$ cat src/rtl/gfm_pkg.sv
package gfm_pkg;
  localparam int unsigned MAX_W = 16;

  typedef logic [MAX_W-1:0] gf_word_t;

  // One interleaved shift/add/reduce step over a field of width w.
  function automatic gf_word_t gf_step(input gf_word_t acc, input gf_word_t a,
                                       input gf_word_t poly, input logic b_top,
                                       input int unsigned w);
    gf_word_t mask;
    gf_word_t nxt;
    mask = {MAX_W{1'b1}} >> (MAX_W - w);
    nxt  = acc << 1;
    if (b_top) nxt = nxt ^ a;
    if (acc[w-1]) nxt = nxt ^ poly;
    return nxt & mask;
  endfunction
endpackage

$ cat src/rtl/gfm_seq.sv
module gfm_seq #(
  parameter int unsigned W = 4
) (
  input  logic       clk,
  input  logic       rst_n,
  input  logic       start,
  output logic [W:0] ctl,
  output logic       step_en,
  output logic       fin
);
  localparam int unsigned STAGES = W + 1;
  localparam logic [STAGES-1:0] SEED = STAGES'(1);

  always_ff @(posedge clk or negedge rst_n) begin
    if (!rst_n)     ctl <= '0;
    else if (start) ctl <= SEED;
    else            ctl <= {ctl[W-1:0], 1'b0};
  end

  assign step_en = |ctl[W-1:0];
  assign fin     = ctl[W];
endmodule

$ cat src/rtl/gfm_opregs.sv
module gfm_opregs #(
  parameter int unsigned W = 4
) (
  input  logic         clk,
  input  logic         rst_n,
  input  logic         load,
  input  logic         shift,
  input  logic [W-1:0] a_in,
  input  logic [W-1:0] b_in,
  input  logic [W-1:0] p_in,
  output logic [W-1:0] a_q,
  output logic [W-1:0] p_q,
  output logic         b_top
);
  logic [W-1:0] b_q;

  always_ff @(posedge clk or negedge rst_n) begin
    if (!rst_n) begin
      a_q <= '0;
      p_q <= '0;
      b_q <= '0;
    end else if (load) begin
      a_q <= a_in;
      p_q <= p_in;
      b_q <= b_in;
    end else if (shift) begin
      b_q <= {b_q[W-2:0], 1'b0};
    end
  end

  assign b_top = b_q[W-1];
endmodule

$ cat src/rtl/gfm_accum.sv
module gfm_accum
  import gfm_pkg::*;
#(
  parameter int unsigned W = 4
) (
  input  logic         clk,
  input  logic         rst_n,
  input  logic         clear,
  input  logic         step,
  input  logic [W-1:0] a_q,
  input  logic [W-1:0] p_q,
  input  logic         b_top,
  output logic [W-1:0] acc
);
  gf_word_t acc_w, a_w, p_w, nxt_w;

  assign acc_w = gf_word_t'(acc);
  assign a_w   = gf_word_t'(a_q);
  assign p_w   = gf_word_t'(p_q);
  assign nxt_w = gf_step(acc_w, a_w, p_w, b_top, W);

  always_ff @(posedge clk or negedge rst_n) begin
    if (!rst_n)     acc <= '0;
    else if (clear) acc <= '0;
    else if (step)  acc <= nxt_w[W-1:0];
  end
endmodule

$ cat src/rtl/gf_bitserial_mul.sv
module gf_bitserial_mul #(
  parameter int unsigned W = 4
) (
  input  logic         clk,
  input  logic         rst_n,
  input  logic         start,
  input  logic [W-1:0] poly_low,
  input  logic [W-1:0] op_a,
  input  logic [W-1:0] op_b,
  output logic [W-1:0] product,
  output logic         done
);
  logic [W:0]   ctl;
  logic         step_en;
  logic         fin;
  logic         do_step;
  logic [W-1:0] a_q;
  logic [W-1:0] p_q;
  logic         b_top;
  logic [W-1:0] acc;

  assign do_step = step_en & ~start;

  gfm_seq #(.W(W)) seq_i (
    .clk(clk), .rst_n(rst_n), .start(start),
    .ctl(ctl), .step_en(step_en), .fin(fin)
  );

  gfm_opregs #(.W(W)) ops_i (
    .clk(clk), .rst_n(rst_n), .load(start), .shift(do_step),
    .a_in(op_a), .b_in(op_b), .p_in(poly_low),
    .a_q(a_q), .p_q(p_q), .b_top(b_top)
  );

  gfm_accum #(.W(W)) acc_i (
    .clk(clk), .rst_n(rst_n), .clear(start), .step(do_step),
    .a_q(a_q), .p_q(p_q), .b_top(b_top), .acc(acc)
  );

  assign done    = fin;
  assign product = fin ? acc : '0;
endmodule

$ cat config.mk
export PLATFORM = sky130hd
export DESIGN_NAME = gf_bitserial_mul
export DESIGN_NICKNAME = d
export VERILOG_FILES = /design/src/rtl/gfm_pkg.sv /design/src/rtl/gfm_seq.sv /design/src/rtl/gfm_opregs.sv /design/src/rtl/gfm_accum.sv /design/src/rtl/gf_bitserial_mul.sv
export SDC_FILE = /design/constraint.sdc
export NUM_CORES = 1
export LEC_CHECK = 0
export ABC_AREA = 1
export BUFFER_PORTS_ARGS = -buffer_cell sky130_fd_sc_hd__buf_2
export CORE_ASPECT_RATIO = 0.9
export CORE_MARGIN = 4
export CORE_UTILIZATION = 52
export CTS_CLUSTER_DIAMETER = 150
export DETAILED_ROUTE_END_ITERATION = 12
export MAX_ROUTING_LAYER = met4
export PLACE_DENSITY = 0.76
export SLEW_MARGIN = 20
export SYNTH_ARGS = -nofsm -noshare
export SYNTH_HDL_FRONTEND = slang
export SYNTH_HIERARCHICAL = 1
export SYNTH_SLANG_ARGS = --single-unit
$ cat constraint.sdc
create_clock -name clk -period 1.55 [get_ports clk]
set_clock_uncertainty 0.2 [all_clocks]
set_input_delay 0.31 -clock clk [delete_from_list [all_inputs] [get_ports clk]]
set_output_delay 0.31 -clock clk [all_outputs]
set_load 0.03 [all_outputs]
# Word level (Yosys, flattened, before mapping)
# Cells that the tools add are included.
[word_totals]
reg_bits = 21
input_bits = 15
[classes]
mux = 8
bitwise = 4
n_reduce_logical = 2
[op_table]
columns = ["cell", "count"]
rows = [
  ["4-bit 2-to-1 mux", 7],
  ["4-bit XOR", 2],
  ["5-bit 2-to-1 mux", 1],
  ["4-bit OR reduction", 1],
  ["2-bit nonzero test", 1],
  ["1-bit bitwise AND", 1],
  ["1-bit NOT", 1],
]

# Logic depth before layout (Yosys ltp)
# Gate-level depths: netlist (run 1).
[depth]
ltp_word = 6
depth_mapped = 8
mapped_depth_nobuf = 8

# Hierarchy
# Netlist (run 1), hierarchy kept.
[modules_own_cells]
columns = ["mod", "instances", "cells_per_inst", "area_per_inst_um2", "seq_area_each_um2"]
rows = [
  ["gfm_opregs", 1, 55, 480.5, 300.3],
  ["gfm_accum", 1, 52, 290.3, 100.1],
  ["gfm_seq", 1, 17, 173.9, 125.1],
  ["gf_bitserial_mul", 1, 10, 37.5, 0.0],
]

# Worst setup path before layout (run 1)
# No wires, ideal clock.
[synth_timing]
path_type = "register to register"
startpoint = "reg seq_i.ctl[3]"
endpoint = "reg acc_i.acc[0]"
arrival_ps = 1082
slack_ps = 186
path_stages_with_launch = 9
period_less_slack_ps = 1364
cell_sequence = "dfrtp_1 > nor2_1 > nand2_1 > inv_1 > nor2_1 > inv_1 > nor2_1 > nand2_1 > o21ai_0"
[synth_via]
elab_chain_cells = 3
[synth_lines]
columns = ["item", "line_no", "rtl"]
rows = [
  ["start: declaration", "gfm_seq.sv:7", "output logic [W:0] ctl,"],
  ["start signal: assignment", "gfm_seq.sv:17", "else ctl <= {ctl[W-1:0], 1'b0};"],
  ["4-bit OR reduction", "gfm_seq.sv:20", "assign step_en = |ctl[W-1:0];"],
  ["named net step_en", "gf_bitserial_mul.sv:14", "logic step_en;"],
  ["1-bit bitwise AND", "gf_bitserial_mul.sv:22", "assign do_step = step_en & ~start;"],
  ["named net do_step", "gf_bitserial_mul.sv:16", "logic do_step;"],
  ["2-bit nonzero test (no source line)", "--", ""],
  ["end signal: assignment", "gfm_accum.sv:25", "else if (step) acc <= nxt_w[W-1:0];"],
  ["end: declaration", "gfm_accum.sv:13", "output logic [W-1:0] acc"],
]
# The timed path passes the listed nets, and every way through them passes these cells.
# A chain may end at the register's enable or synchronous reset.

# Final worst setup path (run 1)
[layout_timing]
startpoint = "reg acc_i.acc[0]"
endpoint = "out product[0]"
[layout_via]
elab_chain_cells = 1
[layout_lines]
columns = ["item", "line_no", "rtl"]
rows = [
  ["4-bit 2-to-1 mux", "gf_bitserial_mul.sv:41", "assign product = fin ? acc : '0;"],
  ["end: declaration", "gf_bitserial_mul.sv:10", "output logic [W-1:0] product,"],
]
# No other way between the ends.

==> results.toml, run 1 <==
[yosys]
synthCells = 133
synth_area_per_cell_sq_um = 7.328
ys_warn_count = 6
syn-num-nets = 148
synth_area_sq_um = 974.7

[power]
power_mw = 1.014
worst_ir_drop_vdd_v = 0.0005325
power.density_mw_per_mm2 = 860.0
p_leak_nw = 0.7076

[worst_setup_path]
worstPathArrival_ns = 0.99
cp_slowest_stage_delay_ns = 0.42
r2r_start = "seq_i/ctl[3]$_DFF_PN0_"
critPathSlowestCell = "dfrtp_1"
crit_chain = "nand2_1 -> inv_1 -> buf_4"
start_kind = "flop"
critPathBufInv = 2
rrSetupSlack_ns = 0.14
path_delay_family = "flip-flops"
critPathMaxFanout = 4
crit_start = "acc_i/acc[0]$_DFFE_PN0P_"
reg2reg_to = "acc_i/acc[0]$_DFFE_PN0P_"
worstSetupPathDepth = 3
crit_end = "product[0]"
crit_type = "reg -> out"
cp-end-kind = "primary output"
reg2reg_depth = 8
required_ns = 1.04

[detailed_routing]
vias = 868
firstDrtPassIters = 4
drcViolationCount = 0
drtAntennaViolNets = 0
vias_per_cell = 4.717
routed_wl_um = 1919
wl_per_cell_um = 10.43
drt_iter0_drc = 9

[floorplanning]
rows = 14
start_util = 0.5678
die_h_um = 49.07
io_pins = 20
core_sq_mm = 0.001717
dieWidth_um = 53.64
die-area_sq_mm = 0.002632

[layout]
multi_input_area_sq_um = 371.6
fillers = 162
drive_gt1_frac = 0.1938
design_area_sq_mm = 0.001179
syn_to_final_growth_pct = 20.92
final_cells = 184
fin_nets = 176
diodes = 0
regArea_sq_um = 526.8

[run]
cap_violations = 0

[clocking]
numCtsBuffers = 3
path_clk_slew_ns = 0.11
root_buffer = "clkbuf_4"
tritoncts = "yes"
worst_skew_pair.late_latency_ns = 0.30
clockBufferDepth = 2
clkSinkCount = 21
htreeDepth = 1

[placement]
io_buffers = 19
placedCellCount = 176
place_congestion = 0.8592
place.detailed.hpwl_um = 1377
dpl_cell_area_sq_mm = 0.001096

[grt]
grtUsageTotal = 0.1764
grt_pass1_vias = 785
antenna_found_initial = 0
grt_max_degree = 22
grt_pass1_wl_um = 3312
gr-total-overflow = 0

[hold_path]
hold_path_depth = 3
hold_path_class = "in -> reg"

[timing]
slew_headroom = 0.6999
hold_violations = 0
worst_pin_slew_ns = 0.4501
fin_crit_sh = 0.9666
holdWs_ns = 0.002501
setup_tns_ns = 0
max_freq_mhz = 667.4
setup-violations-final = 0
drv_slew = 0
period_minus_slack_ns = 1.498

[status]
outcome = "finished clean"
## tightest hold or removal path, cell delays in order
cell and delay, ns:
buf_2 0.07, nand2_1 0.04, nand2_1 0.05
## metal layers
metal  part of all wire  up-vias  global-route usage
met4              0.020        0             0.09362
met1               0.46      391              0.2347
met3              0.036        4             0.02752
met5                  0        -                   -
met2               0.48       19              0.2551
li1                   -      454                   -
## layout by cell type (no fill, tap or decap)
| master | instances |
|---|---|
| dfrtp_1 | 20 |
| inv_2 | 1 |
| buf_2 | 15 |
| buf_4 | 7 |
| clkbuf_4 | 3 |
| dfrtp_2 | 1 |
| nor2_2 | 2 |
| buf_6 | 2 |
| o21ai_0 | 1 |
| inv_1 | 16 |
| nor2_1 | 9 |
| dlygate4sd3_1 | 1 |
| nand3_1 | 13 |
| clkbuf_1 | 1 |
| nand2_1 | 68 |
## report_power, final
group | leakage [nW] | total, mW | internal [mW] | switching, mW
registers | 0.266 | 0.614 | 0.587 | 0.0277
clock network | 0.0150 | 0.258 | 0.100 | 0.157
logic | 0.427 | 0.142 | 0.0575 | 0.0841
## metrics by stage
step / utilization / setup slack (ns)
2_1_floorplan: - / 0.1855
3_3_place_gp: 0.6385 / 0.1832
3_5_place_dp: 0.6385 / 0.1219
4_1_cts: 0.6647 / 0.01361
5_1_grt: 0.6866 / -0.005107
6_report: 0.6866 / 0.05171
## worst min path at each step
| stage | from | to | slack (ns) |
|---|---|---|---|
| floorplan | rst_n | acc_i/acc[0]$_DFFE_PN0P_ | -0.19 |
| global placement | rst_n | seq_i/ctl[4]$_DFF_PN0_ | 0.08 |
| detailed placement | rst_n | acc_i/acc[1]$_DFFE_PN0P_ | 0.08 |
| CTS | op_b[0] | ops_i/b_q[0]$_DFFE_PN0P_ | 0.0001 |
| global route | op_a[0] | ops_i/a_q[0]$_DFFE_PN0P_ | 0.008 |
| finish | poly_low[2] | ops_i/p_q[2]$_DFFE_PN0P_ | 0.003 |
## area by class of cell
class	instances	share of cell area
multi-input cells	93	0.3153
repair buffers	25	0.1359
well taps	24	0.02548
flip-flops and latches	21	0.4469
inverters	17	0.05414
clock buffers	4	0.02229
## state kept, by name, indices dropped and copies added (netlist names)
| register | count |
|---|---|
| ops_i/a_q | 4 |
| ops_i/p_q | 4 |
| acc_i/acc | 4 |
| seq_i/ctl | 5 |
| ops_i/b_q | 4 |
## repair_timing
| item | in CTS | in global routing |
|---|---|---|
| hold endpoints to repair | 21 | 0 |
| gates cloned | 0 | 0 |
| hold buffers | 1 | 0 |
| resized for setup | 1 | 12 |
| pin swaps | 0 | 1 |
| setup buffers | 1 | 2 |
| endpoints found under the setup margin | 1 | 10 |
No activity file was read; power rests on OpenSTA's default activity.
==> run 2, diff against run 1 <==
--- a/config.mk
+++ b/config.mk
@@ -13,7 +13,7 @@
 export CTS_CLUSTER_DIAMETER = 150
 export DETAILED_ROUTE_END_ITERATION = 12
 export MAX_ROUTING_LAYER = met4
-export PLACE_DENSITY = 0.76
+export PLACE_DENSITY = 0.78
 export SLEW_MARGIN = 20
 export SYNTH_ARGS = -nofsm -noshare
 export SYNTH_HDL_FRONTEND = slang
==> results.toml, run 2 (synthesis gave the netlist of run 1 again) <==
[detailed_routing]
drcViolationCount = 0
vias_per_cell = 4.778
firstDrtPassIters = 4
vias = 884
drtAntennaViolNets = 0
drt_iter0_drc = 19
wl_per_cell_um = 10.72
routed_wl_um = 1984

[worst_setup_path]
crit_type = "reg -> out"
cp-end-kind = "primary output"
critPathMaxFanout = 4
required_ns = 1.04
critPathBufInv = 2
critPathSlowestCell = "dfrtp_1"
cp_slowest_stage_delay_ns = 0.44
start_kind = "flop"
path_delay_family = "flip-flops"
crit_chain = "nand2_1 -> inv_1 -> buf_6"
worstPathArrival_ns = 1.01

[layout]
regMostFlops = "seq_i/ctl"
diodes = 0
design_area_sq_mm = 0.001196
fin_nets = 177
final_cell_mix = "nand2_1, dfrtp_1, inv_1"
fillers = 166
drive_gt1_frac = 0.1801
final_util = 0.6968
mostFrequentLayoutCell = "nand2_1"
largest_register_ffs = 5
syn_to_final_growth_pct = 22.72

[placement]
place.detailed.hpwl_um = 1428
dpl_cell_area_sq_mm = 0.001104
io_buffers = 19
place_congestion = 0.8534
post-place-ws_ns = 0.1108

[timing]
worst_slack_ns = 0.02667
worst_pin_slew_ns = 0.4515
hold_violations = 1
slew_headroom = 0.6990
holdWs_ns = -0.003954
max_freq_mhz = 656.5
fin_crit_sh = 0.9828
period_minus_slack_ns = 1.523
drv_slew = 0
setup-violations-final = 0
grt_setup_unrepaired = "true"

[power]
worst_ir_drop_vdd_v = 0.0007052
power.density_mw_per_mm2 = 857.0
p_leak_nw = 0.7113

[clocking]
tritoncts = "yes"
clockBufferDepth = 2
clkSinkCount = 21
worst_skew_pair.late_latency_ns = 0.31
numCtsBuffers = 3
htreeDepth = 1
root_buffer = "clkbuf_4"
path_clk_slew_ns = 0.12

[grt]
grt_pass1_vias = 815
grt_pass1_wl_um = 3381
grtUsageTotal = 0.1754
gr-total-overflow = 0
grt_max_degree = 22
antenna_found_initial = 0

[floorplanning]
core_sq_mm = 0.001717
dieWidth_um = 53.64
start_util = 0.5678
rows = 14
io_pins = 20
die-area_sq_mm = 0.002632
die_h_um = 49.07

[hold_path]
hold_path_class = "in -> reg"

[run]
cap_violations = 0

[status]
violations = "hold timing"
outcome = "finished, violations left"
-- run 2: layer usage --
metal  GRT usage  share of wire  vias to the layer above  wire, um
met3     0.03670          0.039                        4        77
li1            -              -                      457         -
met5           -              0                        -         0
met2      0.2694           0.50                       18       991
met1      0.2314           0.45                      405       898
met4     0.05106         0.0086                        0        17
-- run 2: report_power, final --
| group | leakage, nW | total (mW) | internal [mW] | switching, mW |
|---|---|---|---|---|
| combinational | 0.431 | 0.140 | 0.0588 | 0.0810 |
| clock | 0.0150 | 0.267 | 0.100 | 0.167 |
| sequential | 0.266 | 0.618 | 0.587 | 0.0313 |
-- run 2: final cells by class --
cell class / count / area, sq um / area share
flip-flops and latches: 21 / 526.8 / 0.4404
repair buffers: 26 / 180.2 / 0.1506
inverters: 17 / 63.81 / 0.05335
well taps: 24 / 30.03 / 0.02510
clock buffers: 4 / 26.28 / 0.02197
multi-input cells: 93 / 369.1 / 0.3086
-- run 2: worst reg2reg max path, stage by stage, from the launching register on --
cell and delay, ns:
dfrtp_1 0.41, nor2_1 0.12, nand2_1 0.06, inv_1 0.05, nor2_1 0.05, buf_4 0.14, nor2_1 0.20, nand2_1 0.08
nand3_1 0.07
-- run 2: path summary, 6_finish.rpt --
kind / cells after the start / startpoint / to / slack (ns)
max reg2reg: 8 / seq_i/ctl[3]$_DFF_PN0_ / ops_i/b_q[2]$_DFFE_PN0P_ / 0.12
min: 3 / op_b[0] / ops_i/b_q[0]$_DFFE_PN0P_ / -0.004
max: 3 / acc_i/acc[1]$_DFFE_PN0P_ / product[1] / 0.03
min in group asynchronous: 2 / rst_n / seq_i/ctl[2]$_DFF_PN0_ / 0.26
max in group asynchronous: 2 / rst_n / acc_i/acc[3]$_DFFE_PN0P_ / 0.54
min reg2reg: 2 / ops_i/p_q[3]$_DFFE_PN0P_ / ops_i/p_q[3]$_DFFE_PN0P_ / 0.29
-- run 2: through the flow --
stage	instances	hold WS [ns]	TNS [ns]	power, mW
after floorplan	133	-0.1856	0	0.7011
after global placement	177	0.07990	0	0.7512
after detailed placement	177	0.08523	0	0.7594
after CTS	184	0.001395	0	1.025
after global routing	185	0.003184	-0.04652	1.082
final	185	-0.003954	0	1.025
-- run 2: timing repair --
action	CTS	global route
resized for setup	2	11
endpoints found under the hold margin	22	1
setup endpoints to repair	2	6
cloned	0	0
buffers inserted	1	0
hold buffers	2	1
